[config.mk]
export PLATFORM = sky130hd
export DESIGN_NAME = vblank_decoder
export DESIGN_NICKNAME = d
export VERILOG_FILES = /design/src/rtl/vbd_pkg.sv /design/src/rtl/vbd_rst_sync.sv /design/src/rtl/vbd_line_counter.sv /design/src/rtl/vbd_match_term.sv /design/src/rtl/vbd_sr_latch.sv /design/src/rtl/vblank_decoder.sv
export SDC_FILE = /design/constraint.sdc
export NUM_CORES = 1
export LEC_CHECK = 0
export CORE_UTILIZATION = 34
export CTS_CLUSTER_DIAMETER = 80
export CTS_CLUSTER_SIZE = 25
export DETAILED_ROUTE_END_ITERATION = 10
export HOLD_SLACK_MARGIN = 0.02
export MAX_ROUTING_LAYER = met4
export PLACE_DENSITY_LB_ADDON = 0.15
export SLEW_MARGIN = 5
export SYNTH_ARGS = -nofsm -noshare
export SYNTH_HDL_FRONTEND = slang
export SYNTH_HIERARCHICAL = 1
export SYNTH_SLANG_ARGS = --single-unit
[constraint.sdc]
create_clock -name clk -period 2.3 [get_ports clk]
set_clock_uncertainty 0.15 [all_clocks]
set_input_delay 0.345 -clock clk [delete_from_list [all_inputs] [get_ports clk]]
set_output_delay 0.345 -clock clk [all_outputs]
set_load 0.005 [all_outputs]
[src/rtl/vbd_pkg.sv]
package vbd_pkg;

  // Action chosen for the blanking state bit on the next edge.
  typedef enum logic [1:0] {
    BLK_HOLD  = 2'd0,
    BLK_SET   = 2'd1,
    BLK_CLEAR = 2'd2
  } blk_action_e;

endpackage

[src/rtl/vbd_rst_sync.sv]
module vbd_rst_sync #(
  parameter int STAGES = 2
) (
  input  logic clk,
  input  logic arst_n,
  output logic srst_n
);

  logic [STAGES-1:0] chain_q;
  logic [STAGES-1:0] chain_d;

  // A one is shifted in from the bottom. Reset is asserted at once and
  // released only after STAGES edges.
  always_comb begin
    chain_d = {chain_q[STAGES-2:0], 1'b1};
  end

  always_ff @(posedge clk or negedge arst_n) begin
    if (!arst_n) begin
      chain_q <= '0;
    end else begin
      chain_q <= chain_d;
    end
  end

  assign srst_n = chain_q[STAGES-1];

endmodule

[src/rtl/vbd_line_counter.sv]
module vbd_line_counter #(
  parameter int CNT_W       = 10,
  parameter int FRAME_LINES = 312
) (
  input  logic             clk,
  input  logic             rst_n,
  input  logic             adv,
  output logic [CNT_W-1:0] count
);

  localparam logic [CNT_W-1:0] LAST_VAL = CNT_W'(FRAME_LINES - 1);
  localparam logic [CNT_W-1:0] ONE      = CNT_W'(1);

  logic [CNT_W-1:0] count_q;
  logic [CNT_W-1:0] count_d;
  logic             at_last;

  always_comb begin
    at_last = (count_q == LAST_VAL);
    count_d = count_q;
    if (adv) begin
      if (at_last) begin
        count_d = '0;
      end else begin
        count_d = count_q + ONE;
      end
    end
  end

  always_ff @(posedge clk or negedge rst_n) begin
    if (!rst_n) begin
      count_q <= '0;
    end else begin
      count_q <= count_d;
    end
  end

  assign count = count_q;

endmodule

[src/rtl/vbd_match_term.sv]
module vbd_match_term #(
  parameter int CNT_W       = 10,
  parameter int MATCH_UPPER = 1
) (
  input  logic [2*(CNT_W+1)-1:0] rails,
  output logic                   hit
);

  localparam int RAIL_W   = 2 * (CNT_W + 1);
  localparam int INV_BASE = CNT_W + 1;

  // Rail layout: [CNT_W:0] carries the true counter bits and then the
  // interlace bit; [2*CNT_W+1:CNT_W+1] carries their inverses.
  // A rail joins the pull-down list when being high means a mismatch.
  // Counter bit 0 and the interlace bit are never in the list.
  function automatic logic [RAIL_W-1:0] pulldown_map();
    logic [RAIL_W-1:0] m;
    m = '0;
    for (int i = 1; i < CNT_W; i++) begin
      if (((MATCH_UPPER >> (i - 1)) & 1) != 0) begin
        m[INV_BASE + i] = 1'b1;
      end else begin
        m[i] = 1'b1;
      end
    end
    return m;
  endfunction

  localparam logic [RAIL_W-1:0] PD_MAP = pulldown_map();

  logic [RAIL_W-1:0] pull;

  always_comb begin
    pull = rails & PD_MAP;
    hit  = ~|pull;
  end

endmodule

[src/rtl/vbd_sr_latch.sv]
module vbd_sr_latch
  import vbd_pkg::*;
(
  input  logic clk,
  input  logic rst_n,
  input  logic set_hit,
  input  logic clr_hit,
  output logic q
);

  blk_action_e act;
  logic        q_q;
  logic        q_d;

  // Clear beats set if both terms ever fire on the same edge.
  always_comb begin
    if (clr_hit) begin
      act = BLK_CLEAR;
    end else if (set_hit) begin
      act = BLK_SET;
    end else begin
      act = BLK_HOLD;
    end
  end

  always_comb begin
    unique case (act)
      BLK_SET:   q_d = 1'b1;
      BLK_CLEAR: q_d = 1'b0;
      default:   q_d = q_q;
    endcase
  end

  always_ff @(posedge clk or negedge rst_n) begin
    if (!rst_n) begin
      q_q <= 1'b0;
    end else begin
      q_q <= q_d;
    end
  end

  assign q = q_q;

endmodule

[src/rtl/vblank_decoder.sv]
module vblank_decoder #(
  parameter int CNT_W       = 10,
  parameter int FRAME_LINES = 312,
  parameter int SET_ROW     = 1,
  parameter int CLEAR_ROW   = 10,
  parameter int SYNC_STAGES = 2
) (
  input  logic             clk,
  input  logic             rst_n,
  input  logic             line_adv,
  input  logic             interlace,
  output logic [CNT_W-1:0] vcount,
  output logic [CNT_W-2:0] raster_line,
  output logic             vblank
);

  localparam int SENSE_W = CNT_W + 1;
  localparam int RAIL_W  = 2 * SENSE_W;

  logic               rst_int_n;
  logic [SENSE_W-1:0] sense;
  logic [RAIL_W-1:0]  rails;
  logic               set_hit;
  logic               clr_hit;

  vbd_rst_sync #(
    .STAGES (SYNC_STAGES)
  ) u_rst_sync (
    .clk    (clk),
    .arst_n (rst_n),
    .srst_n (rst_int_n)
  );

  vbd_line_counter #(
    .CNT_W       (CNT_W),
    .FRAME_LINES (FRAME_LINES)
  ) u_counter (
    .clk   (clk),
    .rst_n (rst_int_n),
    .adv   (line_adv),
    .count (vcount)
  );

  assign sense = {interlace, vcount};

  // Each sensed bit is offered to the decoder on a true rail and an
  // inverted rail.
  for (genvar b = 0; b < SENSE_W; b++) begin : g_rail
    assign rails[b]           = sense[b];
    assign rails[SENSE_W + b] = ~sense[b];
  end

  vbd_match_term #(
    .CNT_W       (CNT_W),
    .MATCH_UPPER (SET_ROW)
  ) u_set_term (
    .rails (rails),
    .hit   (set_hit)
  );

  vbd_match_term #(
    .CNT_W       (CNT_W),
    .MATCH_UPPER (CLEAR_ROW)
  ) u_clr_term (
    .rails (rails),
    .hit   (clr_hit)
  );

  vbd_sr_latch u_blank (
    .clk     (clk),
    .rst_n   (rst_int_n),
    .set_hit (set_hit),
    .clr_hit (clr_hit),
    .q       (vblank)
  );

  assign raster_line = vcount[CNT_W-1:1];

endmodule

# After elaboration in Yosys (flattened, before gate mapping)
# Index checks and enable logic that the tools add are counted.
dict set report totals {
  inputBits 4
  register_bits 13
  elab_cells 17
  out_inout_bits 20
}
dict set report classes {
  reduce_logical 3
  n_mux 4
  bitwise 3
  eq_ne 3
  addsub 1
}
# cell n
set ops {}
lappend ops {{OR reduction 9 bit} 2}
lappend ops {{adder 10 x 1 -> 10 bit, second input constant} 1}
lappend ops {{equality test 10 x 9 -> 1 bit, second input constant} 1}
lappend ops {{2-to-1 mux 10 bit} 1}
lappend ops {{NOT 1 bit} 3}
lappend ops {{equality test 2 x 1 -> 1 bit, second input constant} 1}
lappend ops {{equality test 2 bit, second input constant} 1}
lappend ops {{2-to-1 mux 2 bit} 1}
lappend ops {{one-hot mux 1 bit (2 select lines)} 1}
lappend ops {{nonzero test 2 bit} 1}
lappend ops {{2-to-1 mux 1 bit} 1}

# Depth between registers and ports, before layout
dict set report depth {
  depth_word 6
  depth_mapped 4
  mapped_depth_nobuf 4
}

# By module
# Netlist, hierarchy kept.
# module area_each_um2 seq_area_each_um2 cells_per_inst n_inst
set modules_own_cells {}
lappend modules_own_cells {vbd_line_counter 506.7 250.2 49 1}
lappend modules_own_cells {vblank_decoder 108.9 0.0 20 1}
lappend modules_own_cells {vbd_rst_sync 53.8 50.0 3 1}
lappend modules_own_cells {vbd_match_term 26.3 0.0 3 2}
lappend modules_own_cells {vbd_sr_latch 35.0 25.0 2 1}

# Least setup slack after synthesis
# OpenSTA, ideal clock, no wires.
dict set report synth_path {
  path_kind {register to register}
  start {register u_counter.count_q[2] (netlist: u_counter/count[2])}
  end {register u_blank.q_q (netlist: u_blank/q)}
  setup_time_ps 119
  required_ps 2031
  stages_incl_launch_ff 5
  arrival_time_ps 1363
  slack_ps 669
  n_path_buf 0
  cell_sequence {dfrtp_1 -> inv_1 -> or4_1 -> nor4_2 -> o21ba_1}
}
dict set report synth_between {
  elab_chain_cells 5
  elab_cells_between_ends 9
  cone_classes {2 x eq/ne; 3 x mux; 1 x bitwise; 3 x reduce/logical}
}
# element line
set synth_lines {}
lappend synth_lines {{from (decl)} vbd_line_counter.sv:14} ;# logic [CNT_W-1:0] count_q;
lappend synth_lines {{from (signal assigned)} vbd_line_counter.sv:34} ;# count_q <= count_d;
lappend synth_lines {{NOT 1 bit *} vblank_decoder.sv:50} ;# assign rails[SENSE_W + b] = ~sense[b];
lappend synth_lines {{net rails[13]} vblank_decoder.sv:22} ;# logic [RAIL_W-1:0] rails;
lappend synth_lines {{OR reduction 9 bit *} vbd_match_term.sv:35} ;# hit = ~|pull;
lappend synth_lines {{2-to-1 mux 2 bit *} vbd_sr_latch.sv:17} ;# if (clr_hit) begin
lappend synth_lines {{equality test 2 bit or equality test 2 x 1 -> 1 bit (tied branches)} vbd_sr_latch.sv:27} ;# unique case (act)
lappend synth_lines {{one-hot mux 1 bit (2 select lines) or nonzero test 2 bit (tied branches)} --}
lappend synth_lines {{to (signal assigned)} vbd_sr_latch.sv:38} ;# q_q <= q_d;
lappend synth_lines {{to (decl)} vbd_sr_latch.sv:12} ;# logic q_q;
# The timed path passes the listed nets; every way through them passes the cells marked *.
# A chain may end at the register's enable or synchronous reset.

# Worst setup path in the final report
dict set report layout_path {
  start {register u_counter.count_q[3] (netlist: u_counter/count[3])}
  end {output vcount[3]}
}
# element line
set layout_rtl {}
lappend layout_rtl {{to (decl)} vblank_decoder.sv:12} ;# output logic [CNT_W-1:0] vcount,
# No word-level cell between the ends.

==> results.ini <==
[global_routing]
grt_max_degree = 12
use_met3_pct = 2.222
grt_util_met1_pct = 20.37
grt_util_met2_pct = 19.73
grt_pass1_wl_mm = 2.221
overflow = 0
antenna_found_initial = 0
grt_util_all_layers_pct = 14.82
grt-busiest-layer = met1
grt_pass1_vias = 501

[setup_path]
timing.rr.start = u_counter/count[2]
r2r-end = u_blank/q
reg2regPathDepth = 4
slowest_stage = clkdlybuf4s50_1
arrival_ns = 1.35
max_stage_delay_ns = 0.56
crit_path_start_kind = flip-flop
required_ns = 1.80
critical_path_class = flip-flop to output port
path_cells = clkdlybuf4s50_1
critPathCaptureType = output port
crit_fanout = 10
worst-path-buf-inv = 1
reg2reg_slack_ns = 0.59
crit_family = buffers and inverters

[routing]
via_count = 566
wl_mm = 1.402
drc_errors = 0
drtPass1Iterations = 4
ant_nets = 0
wl_per_cell_um = 12.09
drt_iter0_drc = 3
via_per_inst = 4.879

[layout]
final_nets = 95
drive_gt1_share_pct = 12.36
area_growth_syn_to_layout_pct = 29.26
diodes = 0

[synth]
syn_inst = 72
synthesis.area_um2 = 726.9
syn_nets = 77
yosys_warnings = 6
syn_avg_cell_area_um2 = 10.10

[clock_tree]
cts_inserted_buffers = 3
htreeDepth = 1
postCtsResizedCells = 0
post_cts_buffers = 0
cts.reportedPaths.clkPinSlew_ns = 0.08
root_buffer = clkbuf_4
clkLatencyLatePin_ns = 0.27
cts_buffer_depth = 2
cts_tree = built
cts_sinks = 13
hold_buffers = 0

[die]
fp.dieW_um = 48.24
die_area_um2 = 2327
start_util_pct = 36.68
die_y_um = 48.24
design.core.area_um2 = 1982
pin_count = 24
rows = 16

[sta]
grt_setup_unrepaired = false
whs_ns = 0.04248
setup_violations = 0
fin_crit_ns = 1.848
drv_slew = 0
tns_ns = 0
final-hold-violation-count = 0
period_share_pct = 80.35
max_freq_mhz = 541.1
setup_slack_ns = 0.4520

[pwr]
finalPower_uw = 874.1
p_leak_nw = 0.3850
peakVddDrop_uv = 441.4
cellPowerDensity_nw_per_um2 = 930.3

[worst_hold_path]
hp-class = flip-flop to async pin

[job]
maxCapViolCount = 0

[placed_design]
pre_cts_slack_ns = 0.3270
place.gp.congestion = 0.7385
dp_hpwl_mm = 1.006
io_buffer_count = 22

[run_status]
status = finished, final reports clean

per-layer routing:
layer,routed length (um),share of wire (%)
met3,79,5.6
met1,664,47
met4,14,1.0
met2,642,46
met5,0,0
cell usage in the layout, fill, tap and decap left out, types with 2 or more instances in the layout:
| master | n |
|---|---|
| dfrtp_1 | 13 |
| a21oi_1 | 3 |
| or3_1 | 3 |
| nand4_1 | 2 |
| nand2_1 | 8 |
| inv_1 | 5 |
| clkbuf_4 | 3 |
| o21ai_0 | 3 |
| nor4_2 | 4 |
| or4_1 | 3 |
| or2_2 | 2 |
| clkdlybuf4s50_1 | 22 |
| xor2_1 | 3 |
| nor3_1 | 2 |
report_power, final:
part           total [mW]  switching (mW)  leakage, nW  internal (mW)
Clock               0.138          0.0713       0.0150         0.0671
Sequential          0.393           0.112        0.165          0.281
Combinational       0.343           0.116        0.205          0.227
Total               0.874           0.298        0.385          0.576
registers in the layout, indices dropped and copies added (netlist names):
| name | cells |
|---|---|
| u_counter/count | 10 |
| u_rst_sync/chain_q | 2 |
| u_blank/q | 1 |
metrics by stage:
| stage | utilization, % | area (um2) | cells |
|---|---|---|---|
| after detailed placement | 46.09 | 913.4 | 112 |
| after floorplan | - | 726.9 | 72 |
| after global placement | 46.09 | 913.4 | 112 |
| after CTS | 47.41 | 939.7 | 116 |
| final | 47.41 | 939.7 | 116 |
| after global routing | 47.41 | 939.7 | 116 |
final cells by class:
type	count	area, um2
multi-input combinational	45	315.3
clock buffer	4	26.28
sequential	13	325.3
fill	191	1042
timing repair buffer	22	220.2
inverter	5	18.77
tap	27	33.78
worst max-delay path by stage:
stage                                   from                 end  slack (ns)  cells after the start
final                     u_counter/count[3]           vcount[3]        0.45                      1
after global routing      u_counter/count[3]           vcount[3]        0.35                      1
after CTS                 u_counter/count[2]      raster_line[1]        0.43                      1
after detailed placement            line_adv  u_counter/count[8]        0.33                      4
after global placement              line_adv  u_counter/count[8]        0.35                      4
after floorplan           u_counter/count[2]           u_blank/q        0.67                      4
Power figures use the tool's default switching activity.
